### src/rtl/buck_sup_pkg.sv
package buck_sup_pkg;

  typedef enum logic [2:0] {
    ST_RESET   = 3'd0,
    ST_SOFT    = 3'd1,
    ST_RUN     = 3'd2,
    ST_HICCUP  = 3'd3,
    ST_LATCHED = 3'd4,
    ST_SHDN    = 3'd5
  } sup_state_t;

  // Ramp code after 'step' ticks of a 'steps'-tick ramp to 'full'.
  function automatic int unsigned ramp_value(int unsigned step,
                                             int unsigned steps,
                                             int unsigned full);
    return (step * full) / steps;
  endfunction

  function automatic logic is_switching(sup_state_t s);
    return (s == ST_SOFT) || (s == ST_RUN);
  endfunction

endpackage

### src/rtl/sup_interval_timer.sv
module sup_interval_timer #(
  parameter int unsigned LIMIT = 960,
  localparam int unsigned CW = $clog2(LIMIT + 1)
) (
  input  logic          clk,
  input  logic          rst_n,
  input  logic          clr,
  input  logic          run,
  input  logic          tick,
  output logic [CW-1:0] cnt,
  output logic          done
);
  localparam logic [CW-1:0] LIM = CW'(LIMIT);

  always_ff @(posedge clk or negedge rst_n) begin
    if (!rst_n)                          cnt <= '0;
    else if (clr)                        cnt <= '0;
    else if (run && tick && cnt != LIM)  cnt <= cnt + 1'b1;
  end

  assign done = (cnt == LIM);
endmodule

### src/rtl/sup_oc_counter.sv
module sup_oc_counter #(
  parameter int unsigned OC_LIMIT = 4,
  localparam int unsigned CW = $clog2(OC_LIMIT + 1)
) (
  input  logic clk,
  input  logic rst_n,
  input  logic clr,
  input  logic inc,
  output logic last_one
);
  localparam logic [CW-1:0] LAST = CW'(OC_LIMIT - 1);
  logic [CW-1:0] cnt;

  always_ff @(posedge clk or negedge rst_n) begin
    if (!rst_n)                 cnt <= '0;
    else if (clr)               cnt <= '0;
    else if (inc && cnt != LAST + 1'b1) cnt <= cnt + 1'b1;
  end

  assign last_one = (cnt == LAST);
endmodule

### src/rtl/sup_ctrl_fsm.sv
module sup_ctrl_fsm
  import buck_sup_pkg::*;
(
  input  logic       clk,
  input  logic       rst_n,
  input  logic       supply_ok,
  input  logic       shdn_req,
  input  logic       oc_flag,
  input  logic       uv_flag,
  input  logic       ramp_done,
  input  logic       wait_done,
  input  logic       oc_last,
  output sup_state_t state,
  output logic       oc_event,
  output logic       uv_event
);
  sup_state_t nxt;
  logic       live;

  assign live     = supply_ok && !shdn_req;
  assign oc_event = live && oc_flag && is_switching(state);
  assign uv_event = live && uv_flag && (state == ST_RUN);

  always_comb begin
    nxt = state;
    if (!supply_ok)     nxt = ST_RESET;
    else if (shdn_req)  nxt = ST_SHDN;
    else begin
      unique case (state)
        ST_RESET, ST_SHDN: nxt = ST_SOFT;
        ST_SOFT: begin
          if (oc_event)       nxt = oc_last ? ST_LATCHED : ST_SOFT;
          else if (ramp_done) nxt = ST_RUN;
        end
        ST_RUN: begin
          if (oc_event)       nxt = oc_last ? ST_LATCHED : ST_SOFT;
          else if (uv_event)  nxt = ST_HICCUP;
        end
        ST_HICCUP:  if (wait_done) nxt = ST_SOFT;
        ST_LATCHED: nxt = ST_LATCHED;
        default:    nxt = ST_RESET;
      endcase
    end
  end

  always_ff @(posedge clk or negedge rst_n) begin
    if (!rst_n) state <= ST_RESET;
    else        state <= nxt;
  end
endmodule

### src/rtl/buck_supervisor.sv
module buck_supervisor
  import buck_sup_pkg::*;
#(
  parameter int unsigned CODE_W        = 10,
  parameter int unsigned SS_TICKS      = 960,
  parameter int unsigned UV_WAIT_TICKS = 960,
  parameter int unsigned OC_LIMIT      = 4
) (
  input  logic              clk,
  input  logic              rst_n,
  input  logic              tick,
  input  logic              supply_ok,
  input  logic              shdn_req,
  input  logic              oc_flag,
  input  logic              uv_flag,
  input  logic              ov_flag,
  output logic [CODE_W-1:0] ramp_code,
  output logic              pwm_en,
  output logic              gates_off,
  output logic              low_on,
  output logic [2:0]        state_o
);
  localparam int unsigned FULL = (1 << CODE_W) - 1;
  localparam int unsigned SCW  = $clog2(SS_TICKS + 1);
  localparam int unsigned HCW  = $clog2(UV_WAIT_TICKS + 1);

  sup_state_t     state;
  logic           oc_event, uv_event, oc_last;
  logic           ramp_done, wait_done;
  logic [SCW-1:0] ramp_cnt;
  logic [HCW-1:0] wait_cnt;
  logic           in_soft, in_hic;

  assign in_soft = (state == ST_SOFT);
  assign in_hic  = (state == ST_HICCUP);

  sup_ctrl_fsm u_fsm (
    .clk, .rst_n, .supply_ok, .shdn_req, .oc_flag, .uv_flag,
    .ramp_done, .wait_done, .oc_last,
    .state, .oc_event, .uv_event
  );

  sup_interval_timer #(.LIMIT(SS_TICKS)) u_ramp_tmr (
    .clk, .rst_n,
    .clr (!in_soft || oc_event),
    .run (in_soft),
    .tick,
    .cnt (ramp_cnt),
    .done(ramp_done)
  );

  sup_interval_timer #(.LIMIT(UV_WAIT_TICKS)) u_wait_tmr (
    .clk, .rst_n,
    .clr (!in_hic),
    .run (in_hic),
    .tick,
    .cnt (wait_cnt),
    .done(wait_done)
  );

  sup_oc_counter #(.OC_LIMIT(OC_LIMIT)) u_oc_cnt (
    .clk, .rst_n,
    .clr     ((state == ST_RESET) || (state == ST_SHDN)),
    .inc     (oc_event),
    .last_one(oc_last)
  );

  always_comb begin
    unique case (state)
      ST_SOFT: ramp_code = CODE_W'(ramp_value(int'(ramp_cnt), SS_TICKS, FULL));
      ST_RUN:  ramp_code = CODE_W'(FULL);
      default: ramp_code = '0;
    endcase
  end

  assign pwm_en    = is_switching(state);
  assign gates_off = !pwm_en;
  assign low_on    = pwm_en && ov_flag;
  assign state_o   = state;
endmodule

### config.mk
export PLATFORM = sky130hd
export DESIGN_NAME = buck_supervisor
export DESIGN_NICKNAME = d
export VERILOG_FILES = /design/src/rtl/buck_sup_pkg.sv /design/src/rtl/sup_interval_timer.sv /design/src/rtl/sup_oc_counter.sv /design/src/rtl/sup_ctrl_fsm.sv /design/src/rtl/buck_supervisor.sv
export SDC_FILE = /design/constraint.sdc
export NUM_CORES = 1
export LEC_CHECK = 0
export ABC_CLOCK_PERIOD_IN_PS = 16400
export CORE_ASPECT_RATIO = 0.8
export CORE_UTILIZATION = 30
export DETAILED_ROUTE_END_ITERATION = 12
export PLACE_DENSITY = 0.41
export SYNTH_ARGS = -nofsm -noshare
export SYNTH_HDL_FRONTEND = slang
export SYNTH_SLANG_ARGS = --single-unit
### constraint.sdc
create_clock -name clk -period 16.4 [get_ports clk]
set_clock_uncertainty 0.15 [all_clocks]
set_input_delay 3.28 -clock clk [delete_from_list [all_inputs] [get_ports clk]]
set_output_delay 3.28 -clock clk [all_outputs]
set_load 0.02 [all_outputs]
Word-level counts from Yosys, hierarchy flattened
Cells that the tools add are included.

Bits in registers: 26. Input port bits: 8. Output and inout port bits: 16. Word-level logic and storage cells: 62.

$add $sub $neg: 3. $mul: 1. Divide/modulo/power cells: 1. Eq/ne operators: 15. Mux-type cells: 16. Reductions and logical operators: 22.

Operators by type and width (count): two-way mux 10 bit (4); divider 20 x 10 -> 32 bit, second input constant (1); two-way mux 3 bit (10); adder 10 x 1 -> 10 bit, second input constant (2); equality test 10 bit, second input constant (2); multiplier 10 x 10 -> 20 bit, second input constant (1); != test 10 bit, second input constant (2); case mux 10 bit (2 select lines) (1); case mux 3 bit (5 select lines) (1); logical AND 1 bit (11); equality test 3 x 2 -> 1 bit, second input constant (3); equality test 3 bit, second input constant (2); != test 5 x 4 -> 1 bit, second input constant (1); != test 5 bit, second input constant (1); != test 4 bit, second input constant (1); nonzero test 2 bit (2); adder 3 x 1 -> 3 bit, second input constant (1); equality test 3 x 1 -> 1 bit, second input constant (1); logical NOT 1 bit (3); logical NOT 3 bit (1); logical OR 1 bit (3); != test 3 bit, second input constant (1); AND reduction 3 bit (1); != test 2 bit, second input constant (1); OR reduction 2 bit (1).

Logic depth before layout (Yosys ltp)
Gate-level depths: netlist (run 1).

Depth in word-level cells: 9. Mapped depth: 32. Mapped depth without buffers: 30.

Modules after synthesis
Synthesis (run 1) repeated with hierarchy kept, for this count alone.

Cells, all modules: 659. Area total of the unflattened synthesis: 5612.9 µm².

By module, submodules not included: buck_supervisor (times used 1, cells each 480, area each 3957.5 µm², seq. area each 0.0 µm²); sup_interval_timer (times used 2, cells each 65, area each 585.6 µm², seq. area each 250.2 µm²); sup_ctrl_fsm (times used 1, cells each 31, area each 294.0 µm², seq. area each 75.1 µm²); sup_oc_counter (times used 1, cells each 18, area each 190.2 µm², seq. area each 75.1 µm²).

Worst setup path before layout (run 1)
Ideal clock, no wire load.

Kind: register to output. Start point: reg u_ramp_tmr.cnt[5]. End point: out ramp_code[0]. Arrival time: 8152 ps. Required time: 12970 ps. Path slack: 4818 ps. Stages on the path, launching flop included: 31. Buffers on the path: 0. Cells stage by stage: dfrtp_1 > inv_1 > fa_1 > inv_1 > fa_1 > inv_1 > fa_1 > inv_1 > fa_1 > inv_1 > fa_1 > inv_1 > ha_1 > o21a_1 > o21a_1 > o21a_4 > or4_1 > o311a_1 > and4b_4 > a2111oi_4 > a21oi_2 > and3_4 > o41ai_4 > a21oi_1 > o22a_2 > a221o_1 > a21o_1 > and3_1 > o21a_1 > and4b_1 > a211oi_2.

Word-level cells in the longest chain between the ends: 3.

RTL lines: from (decl) (RTL line sup_interval_timer.sv:10) `output logic [CW-1:0] cnt,`; from (signal assigned) (RTL line sup_interval_timer.sv:18) `else if (run && tick && cnt != LIM) cnt <= cnt + 1'b1;`; multiplier 10 x 10 -> 20 bit (RTL line buck_sup_pkg.sv:16) `return (step * full) / steps;`; divider 20 x 10 -> 32 bit (RTL line buck_sup_pkg.sv:16); case mux 10 bit (2 select lines) (RTL line buck_supervisor.sv:69) `unique case (state)`; to (decl) (RTL line buck_supervisor.sv:17) `output logic [CODE_W-1:0] ramp_code,`.

Every way passes these cells.

Worst setup path after layout (run 1)
Ends and elaborated chain as after synthesis.

==> summary.md, run 1 <==
| Metric | Value |
|---|---|
| Status | `complete, no violations` |
| Clk pwr share | `0.410` |
| Slew @ Worst Pin | `~900 ps` |
| Synth unique cells | `between 90 and 100` |
| Crit path required time | `12,970 ps` |
| Layout cells sized above 1 | `0.0689` |
| Routed via count | `4,855` |
| GRT Resource Usage Total | `0.158` |
| Worst skew pair latency | `270 ps` |
| Critical path capture point type | `output pin` |
| CP startpoint kind | `register` |
| First-pass GRT wire length | `24,700 µm` |
| HPWL after detailed placement | `12,300 µm` |
| Port bufs | `23` |
| Die Ht | `124 µm` |
| Fin crit period | `13,610 ps` |
| Post-CTS Resized | `0` |
| Initial antenna violation count | `0` |
| Initial drt markers | `252` |
| FF+latch count, synth | `26` |
| Wire per inst | `15.9 µm` |
| Area post-placement | `just over 6000 µm²` |
| Mean Syn Cell Area | `8.54 µm²` |
| Hold Buf Count CTS | `0` |
| Slew headroom | `0.383` |
| Max frequency | `73.5 MHz` |
| Final max-slew violation count | `0` |
| Synth area leaders | `fa_1 16%, ha_1 15%, dfrtp_1 12%, inv_1 5.4%, xnor2_1 4.1%` |
| Post-CTS setup repair buffer count | `0` |
| Sequential-to-total area share from yosys stat | `0.116` |
| WHS | `385 ps` |
| Hold Fails Final Rpt | `0` |
| Die extent in x | `around 150 µm` |
| GPL Wtd Cong | `0.846` |
| Number of global-route vias before repair | `4,675` |
| Routed vias/inst | `between 5 and 6` |
| Area growth from synthesis to layout | `10.4%` |
| Ys Warns | `0` |
| Post-route ant nets | `0` |
| CTS H-tree depth | `1` |
| Fin nets | `between 700 and 800` |
| PD cells | `28.8 nW/µm²` |
| Core Rows | `44` |
| Final Util | `0.339` |
| # diodes | `0` |
| CTS tree | `yes` |
| Worst EP arrival | `10,180 ps` |
| Core Region | `roughly 18,000 µm²` |
| P_int | `roughly 130 µW` |
| Clock transition at path regs | `about 70 ps` |
| Largest net degree at the start of global routing | `27` |
| Synthesized cell area | `5600 µm²` |
| Peak VDD IR | `between 40 and 50 µV` |
| Max cap viols | `0` |
| Num CTS Buffers | `3` |
| I/O pin count | `24` |
| EDFF count, synth | `0` |
| CP max stage cell | `o21ai_1` |
| Share of the synthesized area in the top cell type | `0.164` |
| CTS root buf | `clkbuf_16` |
| Leak | `about 0.0028 µW` |
| Cells after synthesis | `656` |
| Psw | `49.9 µW` |
| Crit Path Class | `register to output pin` |
| Post-synth top area cell | `fa_1` |
| Period utilization | `0.830` |
| Syn Nets | `776` |
| Pre-antenna DRT Iters | `5` |
| Clock Path Buffers | `2` |
| Sw frac | `0.279` |
| RSZ-0062 raised after global routing | `no` |
| Post-synth ARST share | `1.00` |
| Final setup viols | `0` |
| Most used cell, CP | `inv_1` |
| Hold crit path type | `register to register` |
| Die area | `19,200 µm²` |
| Sequential share of power | `0.374` |
| TritonCTS sink count | `26` |
| GR Overflow Total | `0` |
| CP peak stage delay | `680 ps` |
| Prevailing post-synth register cell | `dfrtp_1` |
| Post-Route Setup TNS | `0 ps` |
| CP max FO | `12` |
| Final instance area | `6180 µm²` |
| WL final | `14,600 µm` |
| Initial Util | `0.307` |
| Comb pwr share | `0.216` |
| DRC viols | `0` |
==> final cells by class <==
class                           count  area (µm²)
Fill cell                        1884       12000
Sequential cell                    26         651
Multi-Input combinational cell    533        4570
Timing Repair Buffer               24         238
Clock buffer                        3        75.1
Inverter                           81         304
Clock inverter                      1        30.0
Tap cell                          253         317
==> kinds of logic (layout without fill, tap and decap cells) <==
| family | after synthesis | in the layout | share of synthesized area |
|---|---|---|---|
| muxes | 8 | 8 | 0.0152 |
| DFF | 26 | 26 | 0.116 |
| adders and majority gates | 115 | 115 | 0.317 |
| buffers and inverters | 97 | 109 | 0.0681 |
| AOI/OAI and AO/OA | 184 | 184 | 0.245 |
| xor gates and xnor gates | 40 | 40 | 0.0639 |
| and+or+nand+nor | 186 | 186 | 0.174 |
==> layout by cell type, fill, tap and decap left out, types with 11 or more instances in the layout <==
master and count:
a31oi_1 13, o21a_1 11, nand2_1 36, nor2_1 52, xor2_1 13, inv_1 80
fa_1 46, clkdlybuf4s50_1 23, nand3_1 18, o21ai_0 25, dfrtp_1 26, and3_1 12
a21oi_1 40, ha_1 66, xnor2_1 26
==> worst max-delay path: cells and delay by family (launching register included) <==
| kind | cells | cell delay (ps) |
|---|---|---|
| DFF | 1 | 510 |
| adders and majority gates | 6 | 3090 |
| AOI/OAI and AO/OA | 11 | 3510 |
| and+or+nand+nor | 7 | 1600 |
| buffers and inverters | 7 | 1160 |
==> through the flow <==
step           power (µW)  setup slack [ps]  std cells
6_report              178              2790        921
5_1_grt               190              2160        921
4_1_cts               182              2800        921
3_5_place_dp          106              3160        917
3_3_place_gp          107              3210        917
2_1_floorplan        92.6              4820        656
==> synthesized netlist by cell type, types with 4 or more instances <==
library cell,n
inv_1,80
ha_1,66
nor2_1,52
fa_1,46
a21oi_1,40
nand2_1,36
dfrtp_1,26
xnor2_1,26
o21ai_0,25
nand3_1,18
a31oi_1,13
xor2_1,13
and3_1,12
o21a_1,11
a21o_1,10
nor3_1,10
buf_2,8
nand4_1,8
o211ai_1,8
nor2b_1,7
and2_1,6
clkbuf_1,6
or3_1,6
a211oi_1,4
mux2i_1,4
nand2b_1,4
o21ai_1,4
==> power by group through the flow <==
stage	Sequential (µW)	Clock [µW]	Combinational, µW
after floorplan	67.8	0	24.8
after global placement	67.8	0	38.9
after detailed placement	67.9	0	38.5
after CTS	66.6	76.0	39.3
after global routing	66.9	78.4	44.4
final	66.7	73.2	38.6
==> worst paths after layout <==
path                              startpoint                end  slack (ps)  cells past startpoint
setup / recovery           u_ramp_tmr.cnt[5]       ramp_code[0]        2790                     31
hold / removal               u_oc_cnt.cnt[0]    u_oc_cnt.cnt[0]         380                      1
setup reg to reg              u_fsm.state[1]     u_fsm.state[0]       13650                      9
hold reg to reg              u_oc_cnt.cnt[0]    u_oc_cnt.cnt[0]         380                      1
max in group asynchronous              rst_n  u_wait_tmr.cnt[4]       12580                      2
min in group asynchronous              rst_n  u_ramp_tmr.cnt[7]        3240                      2
==> layer usage <==
metal / vias up / wire length [µm] / global-route usage
met5: - / 0 / 0
met4: 0 / 19 / 0.00932
met3: 2 / 590 / 0.0185
met2: 118 / 5990 / 0.220
met1: 2354 / 8000 / 0.262
li1: 2381 / - / -
==> flip-flops by register name (all words and copies together), names as in the netlist <==
name and cells:
u_ramp_tmr.cnt 10, u_wait_tmr.cnt 10, u_fsm.state 3, u_oc_cnt.cnt 3
Power figures use the tool's default switching activity.
==> run 2: changes to the inputs <==
- ABC_CLOCK_PERIOD_IN_PS: 16400 -> 11500
- PLACE_DENSITY: 0.41 -> 0.43
- clock period: 16.4 -> 11.5 ns (I/O delays scaled with it)
==> summary.md, run 2 (synthesized netlist as in run 1, its figures left out) <==
| Metric | Value |
|---|---|
| Max cap viols | `0 (unchanged)` |
| Die extent in x | `155 µm (unchanged)` |
| # diodes | `0 (unchanged)` |
| RSZ-0062 raised after global routing | `yes` |
| Crit path required time | `9050 ps (-3920 ps)` |
| Wire length on met3 | `516 µm (-13%)` |
| Pre-antenna DRT Iters | `5 (unchanged)` |
| Comb pwr share | `0.220 (+0.004)` |
| Crit Path Class | `register to output pin` |
| GPL Wtd Cong | `0.881 (+4.1%)` |
| Wire per inst | `15.5 µm (-2.4%)` |
| Sw frac | `0.281 (+0.00135)` |
| Initial drt markers | `261 (+3.6%)` |
| CP max stage cell | `fa_1` |
| Initial antenna violation count | `0 (unchanged)` |
| TritonCTS sink count | `26 (unchanged)` |
| Hold crit path type | `register to register` |
| Hold Fails Final Rpt | `0 (unchanged)` |
| Number of global-route vias before repair | `4,905 (+4.9%)` |
| Tot Pwr | `257 µW (+44%)` |
| Final max-slew violation count | `0 (unchanged)` |
| Clock transition at path regs | `80 ps (about the same)` |
| Layout cells sized above 1 | `0.154 (+0.0848)` |
| Initial Util | `0.307 (unchanged)` |
| Wire length on met1 | `8190 µm (+2.3%)` |
| Worst skew pair latency | `270 ps (about the same)` |
| Met2 WL | `6200 µm (+3.6%)` |
| Final setup viols | `0 (unchanged)` |
| Delay-heaviest family, CP | `adder cells` |
| P_int | `185 µW (+44%)` |
| Slack of the critical path | `239 ps (-2550 ps)` |
| CTS root buf | `clkbuf_16` |
| Fin crit period | `11,260 ps` |
| Area growth from synthesis to layout | `18.2%` |
| Top routing layer in use | `met4` |
| Max frequency | `roughly 90 MHz` |
| Worst EP arrival | `8810 ps (-1370 ps)` |
| Dpl ws | `48.6 ps (-3110 ps)` |
| DRC viols | `0 (unchanged)` |
| Peak VDD IR | `40.0 µV (-2.5%)` |
| Slew headroom | `0.369 (-0.0139)` |
| CP peak stage delay | `610 ps (-70 ps)` |
| Most used cell, CP | `inv_1` |
| Period utilization | `0.979` |
| Core Region | `18,200 µm² (unchanged)` |
| Slew @ Worst Pin | `940 ps (+20.8 ps)` |
| Routed vias/inst | `5.17 (-1.9%)` |
| WL final | `15,000 µm (+2.7%)` |
| Critical path capture point type | `output pin` |
| Status | `complete, no violations` |
| CTS H-tree depth | `1 (unchanged)` |
| CTS tree | `yes` |
| HPWL after detailed placement | `12,400 µm (+1.5%)` |
| GR Overflow Total | `0 (unchanged)` |
| Largest net degree at the start of global routing | `27 (unchanged)` |
| Fin nets | `837 (+6.1%)` |
| Die Ht | `124 µm (unchanged)` |
| Core Rows | `44 (unchanged)` |
| Post-route ant nets | `0 (unchanged)` |
| Most frequent cells in the layout | `80 x inv_1, 66 x ha_1, 52 x nor2_1` |
| # fillers | `1,888 (+0.21%)` |
| Crit path buf inv count | `9 (+2)` |
| GRT Resource Usage Total | `0.161 (+0.00287)` |
| Leak | `0.00311 µW (+11%)` |
| First-pass GRT wire length | `25,400 µm (+3.1%)` |
| Hold Buf Count CTS | `0 (unchanged)` |
| CP startpoint kind | `register` |
| I/O pin count | `24 (unchanged)` |
| Clock Path Buffers | `2 (unchanged)` |
| Final Util | `0.363 (+0.0240)` |
| Top flop regs | `u_ramp_tmr.cnt x10, u_wait_tmr.cnt x10` |
| Most common cell after layout, fill and taps aside | `inv_1` |
| PD cells | `38.8 nW/µm² (+34%)` |
| Clk pwr share | `0.411 (about the same)` |
| Die area | `19,200 µm² (unchanged)` |
| Port bufs | `23 (unchanged)` |
| Num CTS Buffers | `3 (unchanged)` |
| Sequential share of power | `0.369 (-0.005)` |
| CP max FO | `7 (-5)` |
| Psw | `72.1 µW (+45%)` |
| Routed via count | `5,009 (+3.2%)` |
==> run 2: layout make-up <==
| class | instances | area (µm²) | area share |
|---|---|---|---|
| timing repair buffer | 71 | 588 | 0.0888 |
| clock buffer | 3 | 75.1 | 0.0113 |
| inverter | 81 | 304 | 0.0459 |
| clock inverter | 1 | 30.0 | 0.00453 |
| sequential | 26 | 651 | 0.0982 |
| tap | 253 | 317 | 0.0478 |
| multi-input combinational | 534 | 4660 | 0.703 |
==> run 2: final timing paths <==
path                                    from           endpoint  slack, ps  cells past startpoint
min in group asynchronous              rst_n  u_wait_tmr.cnt[7]       2260                      2
max                        u_ramp_tmr.cnt[5]       ramp_code[0]        240                     33
max reg2reg                   u_fsm.state[1]  u_ramp_tmr.cnt[5]       8690                      5
min                          u_oc_cnt.cnt[0]    u_oc_cnt.cnt[0]        400                      1
min reg2reg                  u_oc_cnt.cnt[0]    u_oc_cnt.cnt[0]        400                      1
max in group asynchronous              rst_n  u_wait_tmr.cnt[4]       8670                      2
==> run 2: power by group through the flow <==
stage                     clock [µW]  sequential (µW)  combinational (µW)
after floorplan                    0             96.7                35.3
after global placement             0             96.7                56.1
after detailed placement           0             96.7                56.5
after CTS                        108             94.9                57.0
after global routing             114             95.3                64.4
final                            106             94.9                56.5
==> run 2: timing repair <==
action,4_1_cts,5_1_grt
endpoints found under the setup margin,2,4
setup buffers,0,2
pin swaps,0,3
cloned,1,0
resized for setup,3,24
==> run 2: metrics by stage <==
step | hold slack [ps] | area [µm²] | setup TNS (ps) | std cells
floorplan | 335 | 5600 | 0 | 656
detailed placement | 385 | 6420 | 0 | 962
global placement | 361 | 6420 | 0 | 962
global route | 443 | 6620 | -271 | 969
finish | 398 | 6620 | 0 | 969
CTS | 397 | 6530 | -14.7 | 967
==> run 2: worst register-to-register path: stages, from the launching register on <==
cell      delay [ps]
dfrtp_1          540
xor2_1           170
nor2b_1          230
clkinv_1         500
o21ai_1          930
nor2_1           120
==> run 2: per-layer routing <==
metal | up-vias | track usage
met5 | - | 0
met4 | 0 | 0.0151
met3 | 6 | 0.0227
met2 | 101 | 0.229
met1 | 2434 | 0.258
li1 | 2468 | -
